===== src/rtl/smw_pkg.sv =====
`timescale 1ns/1ps
package smw_pkg;
    localparam int unsigned REG_W = 8;
    localparam logic [REG_W-1:0] CTRL_WMASK = 8'hD0;
    localparam int unsigned MODE_MSB = 7;
    localparam int unsigned MODE_LSB = 6;
    localparam int unsigned OPEN_BIT = 4;
    localparam int unsigned NUM_MODES = 4;

    typedef enum logic [1:0] {
        MODE_TOP_SMALL  = 2'd0,
        MODE_TOP_TO_LOW = 2'd1,
        MODE_TOP_TO_MID = 2'd2,
        MODE_LOW_DIRECT = 2'd3
    } smw_mode_e;
endpackage


===== src/rtl/smw_cfg_regs.sv =====
`timescale 1ns/1ps
module smw_cfg_regs
    import smw_pkg::*;
(
    input  logic             clk,
    input  logic             rst_n,
    input  logic             we,
    input  logic             sel,
    input  logic [REG_W-1:0] wdata,
    output logic [REG_W-1:0] ctrl,
    output logic [REG_W-1:0] shadow
);
    typedef struct packed {
        logic [REG_W-1:0] ctrl;
        logic [REG_W-1:0] shadow;
    } regs_t;

    regs_t regs_d, regs_q;

    always_comb begin
        regs_d = regs_q;
        if (we) begin
            if (sel) begin
                regs_d.shadow = wdata;
            end else begin
                regs_d.ctrl = wdata & CTRL_WMASK;
            end
        end
    end

    always_ff @(posedge clk) begin
        if (!rst_n) begin
            regs_q <= '0;
        end else begin
            regs_q <= regs_d;
        end
    end

    assign ctrl   = regs_q.ctrl;
    assign shadow = regs_q.shadow;
endmodule


===== src/rtl/smw_mode_decode.sv =====
`timescale 1ns/1ps
module smw_mode_decode
    import smw_pkg::*;
#(
    parameter int unsigned ADDR_W     = 20,
    parameter int unsigned LOW_BASE   = 32'h000A_0000,
    parameter int unsigned MID_BASE   = 32'h000B_0000,
    parameter int unsigned TOP_BASE   = 32'h000E_0000,
    parameter int unsigned SMALL_LOG2 = 15,
    parameter int unsigned LARGE_LOG2 = 16
) (
    input  logic [REG_W-1:0]  ctrl,
    input  logic [REG_W-1:0]  shadow,
    output logic              win_en,
    output logic              win_open,
    output logic [ADDR_W-1:0] host_base,
    output logic [ADDR_W-1:0] phys_base,
    output logic [ADDR_W-1:0] off_mask
);
    logic [ADDR_W-1:0] tbl_host  [NUM_MODES];
    logic [ADDR_W-1:0] tbl_phys  [NUM_MODES];
    logic [ADDR_W-1:0] tbl_mask  [NUM_MODES];
    logic              tbl_gated [NUM_MODES];

    for (genvar m = 0; m < NUM_MODES; m++) begin : g_mode
        localparam int unsigned HOST_B = (m == 3) ? LOW_BASE : TOP_BASE;
        localparam int unsigned PHYS_B = (m == 0) ? TOP_BASE :
                                         (m == 1) ? LOW_BASE :
                                         (m == 2) ? MID_BASE : LOW_BASE;
        localparam int unsigned SZ_LOG2 = (m == 0) ? SMALL_LOG2 : LARGE_LOG2;
        localparam longint unsigned MASK_V = (64'd1 << SZ_LOG2) - 64'd1;
        assign tbl_host[m]  = ADDR_W'(HOST_B);
        assign tbl_phys[m]  = ADDR_W'(PHYS_B);
        assign tbl_mask[m]  = ADDR_W'(MASK_V);
        assign tbl_gated[m] = (m != 3);
    end

    smw_mode_e mode;
    logic      shadow_clear;

    always_comb begin
        mode         = smw_mode_e'(ctrl[MODE_MSB:MODE_LSB]);
        shadow_clear = (shadow == '0);
        host_base    = tbl_host[mode];
        phys_base    = tbl_phys[mode];
        off_mask     = tbl_mask[mode];
        win_en       = tbl_gated[mode] ? shadow_clear : 1'b1;
        win_open     = ctrl[OPEN_BIT];
    end
endmodule


===== src/rtl/smw_xlate.sv =====
`timescale 1ns/1ps
module smw_xlate #(
    parameter int unsigned ADDR_W = 20
) (
    input  logic              clk,
    input  logic              rst_n,
    input  logic              block,
    input  logic [ADDR_W-1:0] host_addr,
    input  logic              smm_active,
    input  logic              win_en,
    input  logic              win_open,
    input  logic [ADDR_W-1:0] host_base,
    input  logic [ADDR_W-1:0] phys_base,
    input  logic [ADDR_W-1:0] off_mask,
    output logic              hit,
    output logic [ADDR_W-1:0] phys_addr
);
    typedef struct packed {
        logic              hit;
        logic [ADDR_W-1:0] phys;
    } out_t;

    out_t out_d, out_q;
    logic              in_win;
    logic              reachable;
    logic              hit_now;
    logic [ADDR_W-1:0] offset;

    always_comb begin
        in_win    = ((host_addr & ~off_mask) == host_base);
        offset    = host_addr - host_base;
        reachable = smm_active | win_open;
        hit_now   = win_en & in_win & reachable & ~block;
        out_d.hit  = hit_now;
        out_d.phys = hit_now ? (phys_base + offset) : '0;
    end

    always_ff @(posedge clk) begin
        if (!rst_n) begin
            out_q <= '0;
        end else begin
            out_q <= out_d;
        end
    end

    assign hit       = out_q.hit;
    assign phys_addr = out_q.phys;
endmodule


===== src/rtl/smw_remap_ctrl.sv =====
`timescale 1ns/1ps
module smw_remap_ctrl
    import smw_pkg::*;
#(
    parameter int unsigned ADDR_W     = 20,
    parameter int unsigned LOW_BASE   = 32'h000A_0000,
    parameter int unsigned MID_BASE   = 32'h000B_0000,
    parameter int unsigned TOP_BASE   = 32'h000E_0000,
    parameter int unsigned SMALL_LOG2 = 15,
    parameter int unsigned LARGE_LOG2 = 16
) (
    input  logic              clk,
    input  logic              rst_n,
    input  logic              cfg_we,
    input  logic              cfg_sel,
    input  logic [7:0]        cfg_wdata,
    output logic [7:0]        ctrl_rdata,
    output logic [7:0]        shadow_rdata,
    input  logic [ADDR_W-1:0] host_addr,
    input  logic              smm_active,
    output logic              hit,
    output logic [ADDR_W-1:0] phys_addr
);
    logic [REG_W-1:0]  ctrl_q;
    logic [REG_W-1:0]  shadow_q;
    logic              win_en;
    logic              win_open;
    logic [ADDR_W-1:0] host_base;
    logic [ADDR_W-1:0] phys_base;
    logic [ADDR_W-1:0] off_mask;

    smw_cfg_regs i_regs (
        .clk    (clk),
        .rst_n  (rst_n),
        .we     (cfg_we),
        .sel    (cfg_sel),
        .wdata  (cfg_wdata),
        .ctrl   (ctrl_q),
        .shadow (shadow_q)
    );

    smw_mode_decode #(
        .ADDR_W     (ADDR_W),
        .LOW_BASE   (LOW_BASE),
        .MID_BASE   (MID_BASE),
        .TOP_BASE   (TOP_BASE),
        .SMALL_LOG2 (SMALL_LOG2),
        .LARGE_LOG2 (LARGE_LOG2)
    ) i_decode (
        .ctrl      (ctrl_q),
        .shadow    (shadow_q),
        .win_en    (win_en),
        .win_open  (win_open),
        .host_base (host_base),
        .phys_base (phys_base),
        .off_mask  (off_mask)
    );

    smw_xlate #(
        .ADDR_W (ADDR_W)
    ) i_xlate (
        .clk        (clk),
        .rst_n      (rst_n),
        .block      (cfg_we),
        .host_addr  (host_addr),
        .smm_active (smm_active),
        .win_en     (win_en),
        .win_open   (win_open),
        .host_base  (host_base),
        .phys_base  (phys_base),
        .off_mask   (off_mask),
        .hit        (hit),
        .phys_addr  (phys_addr)
    );

    assign ctrl_rdata   = ctrl_q;
    assign shadow_rdata = shadow_q;
endmodule


===== config.mk =====
export PLATFORM = sky130hd
export DESIGN_NAME = smw_remap_ctrl
export DESIGN_NICKNAME = d
export VERILOG_FILES = /design/src/rtl/smw_pkg.sv /design/src/rtl/smw_cfg_regs.sv /design/src/rtl/smw_mode_decode.sv /design/src/rtl/smw_xlate.sv /design/src/rtl/smw_remap_ctrl.sv
export SDC_FILE = /design/constraint.sdc
export NUM_CORES = 1
export LEC_CHECK = 0
export ABC_CLOCK_PERIOD_IN_PS = 4560
export BUFFER_PORTS_ARGS = -buffer_cell sky130_fd_sc_hd__buf_2
export CAP_MARGIN = 20
export CORE_UTILIZATION = 35
export CTS_BUF_LIST = sky130_fd_sc_hd__clkbuf_16
export CTS_CLUSTER_SIZE = 8
export DETAILED_ROUTE_END_ITERATION = 16
export PLACE_DENSITY = 0.67
export SKIP_LAST_GASP = 1
export SYNTH_ARGS = -nofsm -noshare
export SYNTH_HDL_FRONTEND = slang
export SYNTH_SLANG_ARGS = --single-unit

===== constraint.sdc =====
create_clock -name clk -period 4.56 [get_ports clk]
set_input_delay 0.228 -clock clk [delete_from_list [all_inputs] [get_ports clk]]
set_output_delay 0.228 -clock clk [all_outputs]
set_load 0.03 [all_outputs]

==> results.yml <==
final_layout:
  finalNonFillerCells: 387
  design_area_sq_um: 2610
  drive_above_1_share: 0.238
  area_growth_pct: 24.3
  diodes: 0
  layout.nets: 369
yosys:
  synthTopCellsByArea: "dfxtp_1, ha_1, a21oi_1"
  ys_seq_elements: 32
  postSynthCellCount: 251
  yosys.area.top_type_share: 0.305
  avgSynthCellArea_sq_um: 8.36
  synth_edf_count: 0
  synth_ff_type: "dfxtp_1"
  yosysMostFrequentCell: "dfxtp_1"
  ys_top_cells_by_count: "dfxtp_1, inv_1, ha_1, nand2_1, a21oi_1"
  netlist_area_sq_um: 2100
  ys_types: 42
  yosysTopAreaCell: "dfxtp_1"
  yosysSeqAreaShare: 0.305
  yosysWarningCount: 0
  async_reset_ff_frac: 0
flow_run:
  max_cap_viol_count: 0
floorplanning:
  rows: 27
  die_area_sq_um: 6310
  coreArea_sq_um: 5640
  start_util: 0.372
  fp.dieW_microns: 79.4
  ios: 70
  die_h_microns: 79.4
drt:
  drt_drc_violations_left: 0
  vias_per_cell: 4.97
  wl_per_cell_microns: 12.4
  dr.pass1.iters: 4
  drtIter0Drc: 45
  vias: 1925
  drtAntennaViolNets: 0
  wl_microns: 4780
clock_network:
  clk_pin_slew_worst_paths_ns: 0.05
  clock-root-buffer: "clkbuf_16"
  cts_tree: "built"
  htreeDepth: 2
  cts_buffers: 5
  insertion_delay_ns: 0.27
  post_cts_buffers: 0
  cts_sinks: 32
  cts_buffer_depth: 2
  ctsResizeCount: 0
  cts-hold-fix-buffers: 0
placed_design:
  io_buffer_count: 64
  placed_area_sq_um: 2440
  place_congestion: 0.843
  hpwl_microns: 3870
  placedCellCount: 379
worst_setup_path:
  cp_data_arrival_time_ns: 2.45
  worstRegToRegCells: 7
  critPathLaunchType: "flip-flop"
  cp.required_ns: 4.70
  r2r_setup_slack_ns: 2.24
  endpoint: "i_xlate.phys_addr[19]$_SDFF_PN0_"
  worstSetupPathType: "reg2reg"
  r2r_end: "i_xlate.phys_addr[19]$_SDFF_PN0_"
  cp-startpoint: "i_regs.ctrl[7]$_SDFFE_PN0P_"
  critical_path.max_fanout: 5
  end_kind: "flip-flop"
  r2r_start: "i_regs.ctrl[7]$_SDFFE_PN0P_"
pwr:
  finalPower_uw: 855
  intPower_uw: 618
  peakVddDrop_uv: 224
  power.share.sequential: 0.338
  swShare: 0.277
  power_density_nw_per_um2: 328
  switching_power_uw: 237
  p_leak_uw: 0.00128
  comb_power_share: 0.231
  p_clk_frac: 0.431
run_status:
  status: "finished, final reports clean"
timing:
  max-slew-margin-rel: 0.546
  worst_pin_slew_ns: 0.681
  tns_ns: 0
  whs_ns: 0.153
  finalCritPeriodShare: 0.508
  drv_slew: 0
  grt_setup_unrepaired: "no"
  final_hold_viol_count: 0
  fin_crit_ns: 2.32
  setup_viol: 0
  fmax_mhz: 432
  clock_skew_ns: 0.00352
global_routing:
  grt_pass1_vias: 1771
  grt_start_max_net_pins: 21
  track_usage: 0.154
  grt_pass1_wl_microns: 7650
  grt_antenna_before_repair: 0
  globalRoute.totalOverflow: 0
min_path:
  hp-class: "in2reg"
  worstHoldStart: "host_addr[0]"
==> registers in the layout, indices dropped and copies added, names as in the netlist <==
signal             cells
i_regs.ctrl            3
i_regs.shadow          8
i_xlate.hit            1
i_xlate.phys_addr     20
==> routing by layer <==
layer  routed length [microns]  global-route usage  vias to the layer above
met1                      2140               0.183                      868
met4                        68              0.0636                        0
met2                      2330               0.262                       57
li1                          -                   -                      993
met5                         0                   0                        -
met3                       244              0.0366                        7
==> cells by family (layout without fill, tap and decap cells) <==
logic type	Yosys count	after routing	share of synthesized area
muxes	3	3	0.0143
other	1	5	0.00179
DFF	32	32	0.305
and+or+nand+nor	80	80	0.194
buffers and inverters	37	97	0.0823
xor gates and xnor gates	11	11	0.0459
AOI/OAI and AO/OA	65	65	0.221
adders and majority gates	22	22	0.135
==> power by group through the flow <==
| stage | registers [uW] | clock network (uW) | logic, uW |
|---|---|---|---|
| 3_3_place_gp | 294 | 0 | 193 |
| 2_1_floorplan | 303 | 0 | 143 |
| 6_report | 289 | 368 | 198 |
| 3_5_place_dp | 295 | 0 | 196 |
| 5_1_grt | 289 | 392 | 218 |
| 4_1_cts | 289 | 378 | 198 |
==> worst min path at each step <==
stage | to | cells past startpoint
3_5_place_dp | i_xlate.phys_addr[0]$_SDFF_PN0_ | 2
4_1_cts | i_xlate.phys_addr[0]$_SDFF_PN0_ | 2
6_report | i_xlate.phys_addr[0]$_SDFF_PN0_ | 2
2_1_floorplan | i_xlate.phys_addr[0]$_SDFF_PN0_ | 1
3_3_place_gp | i_xlate.phys_addr[0]$_SDFF_PN0_ | 2
5_1_grt | i_xlate.phys_addr[0]$_SDFF_PN0_ | 2
==> cells in the final DEF, fill, tap and decap left out, types with 7 or more instances in the layout <==
| cell | Yosys | layout |
|---|---|---|
| o21ai_0 | 10 | 10 |
| nand2_1 | 21 | 21 |
| ha_1 | 21 | 21 |
| buf_2 | 0 | 64 |
| dfxtp_1 | 32 | 32 |
| inv_1 | 25 | 25 |
| nor2_1 | 15 | 15 |
| a21boi_0 | 10 | 10 |
| nand3_1 | 10 | 10 |
| a21oi_1 | 20 | 20 |
| nor3b_1 | 7 | 7 |
==> critical path, cell delays in order, from the launching register on <==
cell	delay, ns
dfxtp_1	0.39
and2_1	0.22
fa_1	0.44
ha_1	0.34
and4_1	0.20
a221oi_1	0.32
and3_1	0.23
nor3_2	0.04
==> layout make-up <==
class                      count  area [sq um]
clock buffer                   5           125
clock inverter                 3          37.5
fill                         564          3030
inverter                      25          93.8
multi-input combinational    186          1300
sequential                    32           641
tap                           72          90.1
timing repair buffer          64           320
==> metrics by stage <==
step / utilization / setup slack, ns
6_report: 0.462 / 2.24
5_1_grt: 0.462 / 2.11
4_1_cts: 0.462 / 2.27
3_5_place_dp: 0.433 / 2.28
3_3_place_gp: 0.433 / 2.37
2_1_floorplan: - / 2.22
No activity file was read; power rests on OpenSTA's default activity.
